### src/rtl/dlsel_pkg.sv
package dlsel_pkg;
  localparam int unsigned CH_BITS_DEF  = 2;
  localparam int unsigned POS_BITS_DEF = 2;

  typedef enum logic [1:0] {
    OP_IDLE  = 2'b00,
    OP_READ  = 2'b01,
    OP_WRITE = 2'b10,
    OP_CLASH = 2'b11
  } xfer_kind_e;

  function automatic xfer_kind_e classify(input logic rd, input logic wr);
    return xfer_kind_e'({wr, rd});
  endfunction
endpackage

### src/rtl/dlsel_pos_ctr.sv
module dlsel_pos_ctr #(
  parameter int unsigned POS_BITS = 2
) (
  input  logic                clk_i,
  input  logic                rst_ni,
  input  logic                step_i,
  output logic [POS_BITS-1:0] pos_o
);
  logic [POS_BITS-1:0] pos_q;

  always_ff @(posedge clk_i or negedge rst_ni) begin
    if (!rst_ni)     pos_q <= '0;
    else if (step_i) pos_q <= pos_q + POS_BITS'(1);
  end

  assign pos_o = pos_q;

  assert_pos_step_R1: assert property (@(posedge clk_i) disable iff (!rst_ni)
    step_i |=> pos_q == $past(pos_q) + POS_BITS'(1));
  assert_pos_hold_R1: assert property (@(posedge clk_i) disable iff (!rst_ni)
    !step_i |=> $stable(pos_q));
endmodule

### src/rtl/dlsel_chan_dec.sv
module dlsel_chan_dec #(
  parameter int unsigned CH_BITS = 2,
  localparam int unsigned NUM_CH = 1 << CH_BITS
) (
  input  logic [CH_BITS-1:0] chan_i,
  input  logic               en_i,
  output logic [NUM_CH-1:0]  sel_o
);
  for (genvar g = 0; g < NUM_CH; g++) begin : g_line
    assign sel_o[g] = en_i && (chan_i == CH_BITS'(g));
  end
endmodule

### src/rtl/dlsel_time_gate.sv
module dlsel_time_gate
  import dlsel_pkg::*;
#(
  parameter int unsigned POS_BITS = 2
) (
  input  logic                clk_i,
  input  logic                rst_ni,
  input  logic                t0_i,
  input  logic [POS_BITS-1:0] word_i,
  input  logic [POS_BITS-1:0] pos_i,
  input  logic                mem_en_i,
  input  logic                rd_en_i,
  input  logic                wr_en_i,
  output logic                tsel_o,
  output logic                rd_tsel_o,
  output logic                wr_tsel_o
);
  logic [POS_BITS-1:0] miss;
  logic                coincide;
  logic                tsel_q;
  xfer_kind_e          kind;

  // per-bit disagreement lines; coincidence is the absence of all of them
  for (genvar b = 0; b < POS_BITS; b++) begin : g_cmp
    assign miss[b] = word_i[b] ^ pos_i[b];
  end
  assign coincide = ~|miss;

  always_ff @(posedge clk_i or negedge rst_ni) begin
    if (!rst_ni)                          tsel_q <= 1'b0;
    else if (t0_i && tsel_q)              tsel_q <= 1'b0;
    else if (t0_i && coincide && mem_en_i) tsel_q <= 1'b1;
  end

  assign kind      = classify(rd_en_i, wr_en_i);
  assign tsel_o    = tsel_q;
  assign rd_tsel_o = tsel_q && (kind == OP_READ);
  assign wr_tsel_o = tsel_q && (kind == OP_WRITE);

  assert_open_on_match_R4: assert property (@(posedge clk_i) disable iff (!rst_ni)
    (t0_i && !tsel_q && coincide && mem_en_i) |=> tsel_q);
  assert_open_cause_R5: assert property (@(posedge clk_i) disable iff (!rst_ni)
    $rose(tsel_q) |-> $past(t0_i && coincide && mem_en_i));
  assert_close_next_R6: assert property (@(posedge clk_i) disable iff (!rst_ni)
    (t0_i && tsel_q) |=> !tsel_q);
  assert_hold_no_t0_R6: assert property (@(posedge clk_i) disable iff (!rst_ni)
    !t0_i |=> $stable(tsel_q));
  assert_excl_R9: assert property (@(posedge clk_i) disable iff (!rst_ni)
    !(rd_tsel_o && wr_tsel_o));
endmodule

### src/rtl/dlsel_top.sv
module dlsel_top
  import dlsel_pkg::*;
#(
  parameter int unsigned CH_BITS  = CH_BITS_DEF,
  parameter int unsigned POS_BITS = POS_BITS_DEF,
  localparam int unsigned NUM_CH  = 1 << CH_BITS,
  localparam int unsigned ADDR_W  = CH_BITS + POS_BITS
) (
  input  logic                clk_i,
  input  logic                rst_ni,
  input  logic [ADDR_W-1:0]   addr_i,
  input  logic                t0_i,
  input  logic                t2_i,
  input  logic                mem_en_i,
  input  logic                rd_en_i,
  input  logic                wr_en_i,
  output logic [POS_BITS-1:0] pos_o,
  output logic [NUM_CH-1:0]   chan_sel_o,
  output logic                tsel_o,
  output logic                rd_tsel_o,
  output logic                wr_tsel_o,
  output logic [NUM_CH-1:0]   recirc_block_o
);
  logic [POS_BITS-1:0] pos;

  dlsel_pos_ctr #(.POS_BITS(POS_BITS)) u_pos (
    .clk_i (clk_i),
    .rst_ni(rst_ni),
    .step_i(t2_i),
    .pos_o (pos)
  );

  dlsel_chan_dec #(.CH_BITS(CH_BITS)) u_dec (
    .chan_i(addr_i[ADDR_W-1:POS_BITS]),
    .en_i  (mem_en_i),
    .sel_o (chan_sel_o)
  );

  dlsel_time_gate #(.POS_BITS(POS_BITS)) u_gate (
    .clk_i    (clk_i),
    .rst_ni   (rst_ni),
    .t0_i     (t0_i),
    .word_i   (addr_i[POS_BITS-1:0]),
    .pos_i    (pos),
    .mem_en_i (mem_en_i),
    .rd_en_i  (rd_en_i),
    .wr_en_i  (wr_en_i),
    .tsel_o   (tsel_o),
    .rd_tsel_o(rd_tsel_o),
    .wr_tsel_o(wr_tsel_o)
  );

  // recirculation of the written channel is held off for the window
  for (genvar c = 0; c < NUM_CH; c++) begin : g_blk
    assign recirc_block_o[c] = chan_sel_o[c] && wr_tsel_o;
  end

  assign pos_o = pos;

  assert_sel_count_R2: assert property (@(posedge clk_i) disable iff (!rst_ni)
    $countones(chan_sel_o) == (mem_en_i ? 1 : 0));
  assert_sel_off_R3: assert property (@(posedge clk_i) disable iff (!rst_ni)
    !mem_en_i |-> chan_sel_o == '0);
  assert_block_write_R10: assert property (@(posedge clk_i) disable iff (!rst_ni)
    (recirc_block_o != '0) |-> (wr_tsel_o && $onehot0(recirc_block_o)));
  assert_reset_R11: assert property (@(posedge clk_i)
    !rst_ni |-> (!tsel_o && pos_o == '0));
endmodule

### config.mk
export PLATFORM = sky130hd
export DESIGN_NAME = dlsel_top
export DESIGN_NICKNAME = d
export VERILOG_FILES = /design/src/rtl/dlsel_pkg.sv /design/src/rtl/dlsel_pos_ctr.sv /design/src/rtl/dlsel_chan_dec.sv /design/src/rtl/dlsel_time_gate.sv /design/src/rtl/dlsel_top.sv
export SDC_FILE = /design/constraint.sdc
export NUM_CORES = 1
export LEC_CHECK = 0
export BUFFER_PORTS_ARGS = -buffer_cell sky130_fd_sc_hd__buf_2
export CORE_AREA = 5 5 42 44
export CTS_CLUSTER_SIZE = 16
export DETAILED_ROUTE_END_ITERATION = 12
export DIE_AREA = 0 0 47 49
export SLEW_MARGIN = 20
export SYNTH_ARGS = -nofsm -noshare
export SYNTH_HDL_FRONTEND = slang
export SYNTH_SLANG_ARGS = --single-unit
export TNS_END_PERCENT = 1
### constraint.sdc
create_clock -name clk_i -period 1.7 [get_ports clk_i]
set_clock_uncertainty 0.1 [all_clocks]
set_input_delay 0.17 -clock clk_i [delete_from_list [all_inputs] [get_ports clk_i]]
set_output_delay 0.17 -clock clk_i [all_outputs]
set_load 0.005 [all_outputs]
==> results.md <==
* Worst setup EP type: output port
* Yosys reg bits at 3
* Most common cell after layout, fill and taps aside: buf_2
* Most frequent cells in the layout: 23 x buf_2, 3 x xor2_1, 3 x clkbuf_4, 3 x dfrtp_1
* Cell internal pwr at 0.0002666 W
* Average routed wire per standard cell at 9.529 um
* CP Class: reg -> out
* Dpl hpwl at 579.9 um
* GR Overflow Total at 0
* Clk sink count at 3
* Row cnt at 14
* First-pass GRT wire length at 1014 um
* Sw Share at 32.13%
* Placed cells at 63
* Crit path cell chain: nand3b_1, nor3_1, buf_2
* CP max stage cell: dfrtp_1
* Vias at 282
* Critical Path Max Stage Delay at 370 ps
* Post-Syn Instances at 24
* Switch Pwr at 0.0001262 W
* Htree depth at 1
* Global route hottest layer: met2
* Max-cap violation count at 0
* Initial antenna violation count at 0
* CTS Root Cell: clkbuf_4
* Met1 Usage GRT at 5.298%
* Number of diodes at 0
* Via/cell ratio at 4.147
* RSZ-0062 raised after global routing: false
* Drt pass-1 iters at 2
* Drt drc at 0
* Max Slew Vio Count at 0
* Setup TNS at 0 ps
* Avg Cell Area, Syn at 8.654 um^2
* Crit start category: flop
* Crit Path Max Fanout at 5
* Die span in x at 47 um
* Min-Delay Startpoint: t2_i
* Layout Area Growth over Synthesis at 82.53%
* Clk_lat worst skew at 230 ps
* Clock group share of total power at 31.5%
* Logic pwr share at 33.3%
* Final Hold Violating Endpoints at 0
* R2R Path End: u_gate.tsel_o$_DFFE_PN0P_
* Fin util at 27.05%
* Sequential Power Share at 35.2%
* Pin slew with the least headroom to its limit at 238.3 ps
* CP required at 1430 ps
* YS warnings at 0
* Crit path DAT at 1120 ps
* Core Box Area at 1401 um^2
* Max Freq at 720.1 MHz
* Final Non-Filler Cells at 68
* Pwr Density at 1036 nW/um^2
* Initial DRC Count at 2
* Final Wtd Congestion at 0.6677
* Min Tclk post-route at 1389 ps
* Final Setup Violations at 0
* # fillers at 161
* Status: finished, final reports clean
* Cell depth of the worst flop-to-flop path at 2
* Clock transition at path regs at 40 ps
* Headroom to the max-slew limit at 84.07%
* Clk buf depth at 2
* Die Area at 2303 um^2
* Post-CTS setup buffer count at 0
* Worst Hold End: u_pos.pos_o[0]$_DFFE_PN0P_
* Peak VDD IR at 0.0005233 V
* Post-synthesis sequential area ratio at 36.14%
* Initial Util at 14.82%
* Grt met3 use at 3.321%
* Net Count, Synth at 35
* Vias in the first global route at 275
* Buffers on Ports at 23
* Leak at 0.2195 nW
* Worst reg2reg startpoint: u_pos.pos_o[0]$_DFFE_PN0P_
* Final Cycle Share at 81.68%
* Final net count at 64
* Met2 usage at 10.18%
* Pin count of the biggest net entering global routing at 7
* DIE HEIGHT at 49 um
* Final ANT Viol Nets at 0
* Worst R2R Setup Slack at 640 ps
* Worst hold stages at 2
* Num CTS Buffers at 3
* Hold slack at 30.90 ps
* CTS tree: built
* Distinct cells, synth at 14
* Synthesized cell area at 207.7 um^2
* IO Pins at 24
* Fraction of layout cells with a size suffix above 1 at 50.00%
* Final WL at 648 um
* GRT Overall Usage at 6.135%
* Hold WC Path Type: in -> reg
-- state kept, by name, indices dropped and copies added (netlist names) --
| register | count |
|---|---|
| u_pos.pos_o | 2 |
| u_gate.tsel_o | 1 |
-- critical path, delay by kind of cell (launching register included) --
kind	cells	cell delay [ps]
simple gates	2	380
flops	1	370
buf+inv	1	140
-- area by class of cell --
cell class / instances / area, um^2 / share of cell area, %
Tap cell: 16 / 20.02 / 5.281
Timing Repair Buffer: 24 / 125.1 / 33.00
Clock buffer: 4 / 26.28 / 6.931
Sequential cell: 3 / 75.07 / 19.80
Multi-Input combinational cell: 19 / 125.1 / 33.00
Inverter: 2 / 7.507 / 1.980
-- power groups by stage --
stage | sequential [W] | combinational [W] | clock [W]
finish | 0.000138 | 0.000131 | 0.000124
global route | 0.000147 | 0.000148 | 0.000134
global placement | 0.000137 | 0.000132 | 0
CTS | 0.000139 | 0.000133 | 0.000131
floorplan | 0.000140 | 0.0000631 | 0
detailed placement | 0.000140 | 0.000131 | 0
-- metrics by stage --
stage / setup slack, ps / cell area (um^2) / power (W)
2_1_floorplan: 691.1 / 207.7 / 0.0002033
3_3_place_gp: 559.6 / 342.8 / 0.0002696
3_5_place_dp: 512.0 / 342.8 / 0.0002708
4_1_cts: 250.3 / 379.1 / 0.0004037
5_1_grt: 207.2 / 379.1 / 0.0004284
6_report: 311.4 / 379.1 / 0.0003928
-- cells by family (layout without fill, tap and decap cells) --
family | count (synthesis) | in the layout | synth area share, %
simple gates | 14 | 14 | 39.16
xor+xnor | 4 | 4 | 16.87
flops | 3 | 3 | 36.14
buf+inv | 2 | 30 | 3.616
compound gates | 1 | 1 | 4.218
-- repair_timing --
item	4_1_cts	5_1_grt
gates resized for setup	0	0
endpoints found under the hold margin	3	0
hold buffers	1	0
-- synthesized netlist by cell type --
library cell	instances	area, um^2
and3_1	1	6.260
and3b_1	1	8.760
dfrtp_1	3	75.07
inv_1	2	7.510
nand2_1	2	7.510
nand2b_1	1	6.260
nand3b_1	2	15.01
nor2_1	2	7.510
nor2b_1	2	12.51
nor3_1	2	10.01
nor3b_1	1	7.510
o32ai_1	1	8.760
xnor2_1	1	8.760
xor2_1	3	26.28
-- worst max path at each step --
stage,cells past startpoint,endpoint,start,slack (ps)
after floorplan,2,recirc_block_o[0],u_gate.tsel_o$_DFFE_PN0P_,690
after CTS,3,recirc_block_o[1],u_gate.tsel_o$_DFFE_PN0P_,250
after global placement,3,recirc_block_o[1],u_gate.tsel_o$_DFFE_PN0P_,560
final,3,recirc_block_o[1],u_gate.tsel_o$_DFFE_PN0P_,310
after global routing,3,recirc_block_o[1],u_gate.tsel_o$_DFFE_PN0P_,210
after detailed placement,3,recirc_block_o[1],u_gate.tsel_o$_DFFE_PN0P_,510
-- routing by layer --
| metal | up-vias | wire length, um |
|---|---|---|
| li1 | 137 | - |
| met1 | 120 | 226 |
| met2 | 23 | 299 |
| met3 | 2 | 112 |
| met4 | 0 | 9 |
| met5 | - | 0 |
Note: power is estimated with default switching activity, not from simulation.
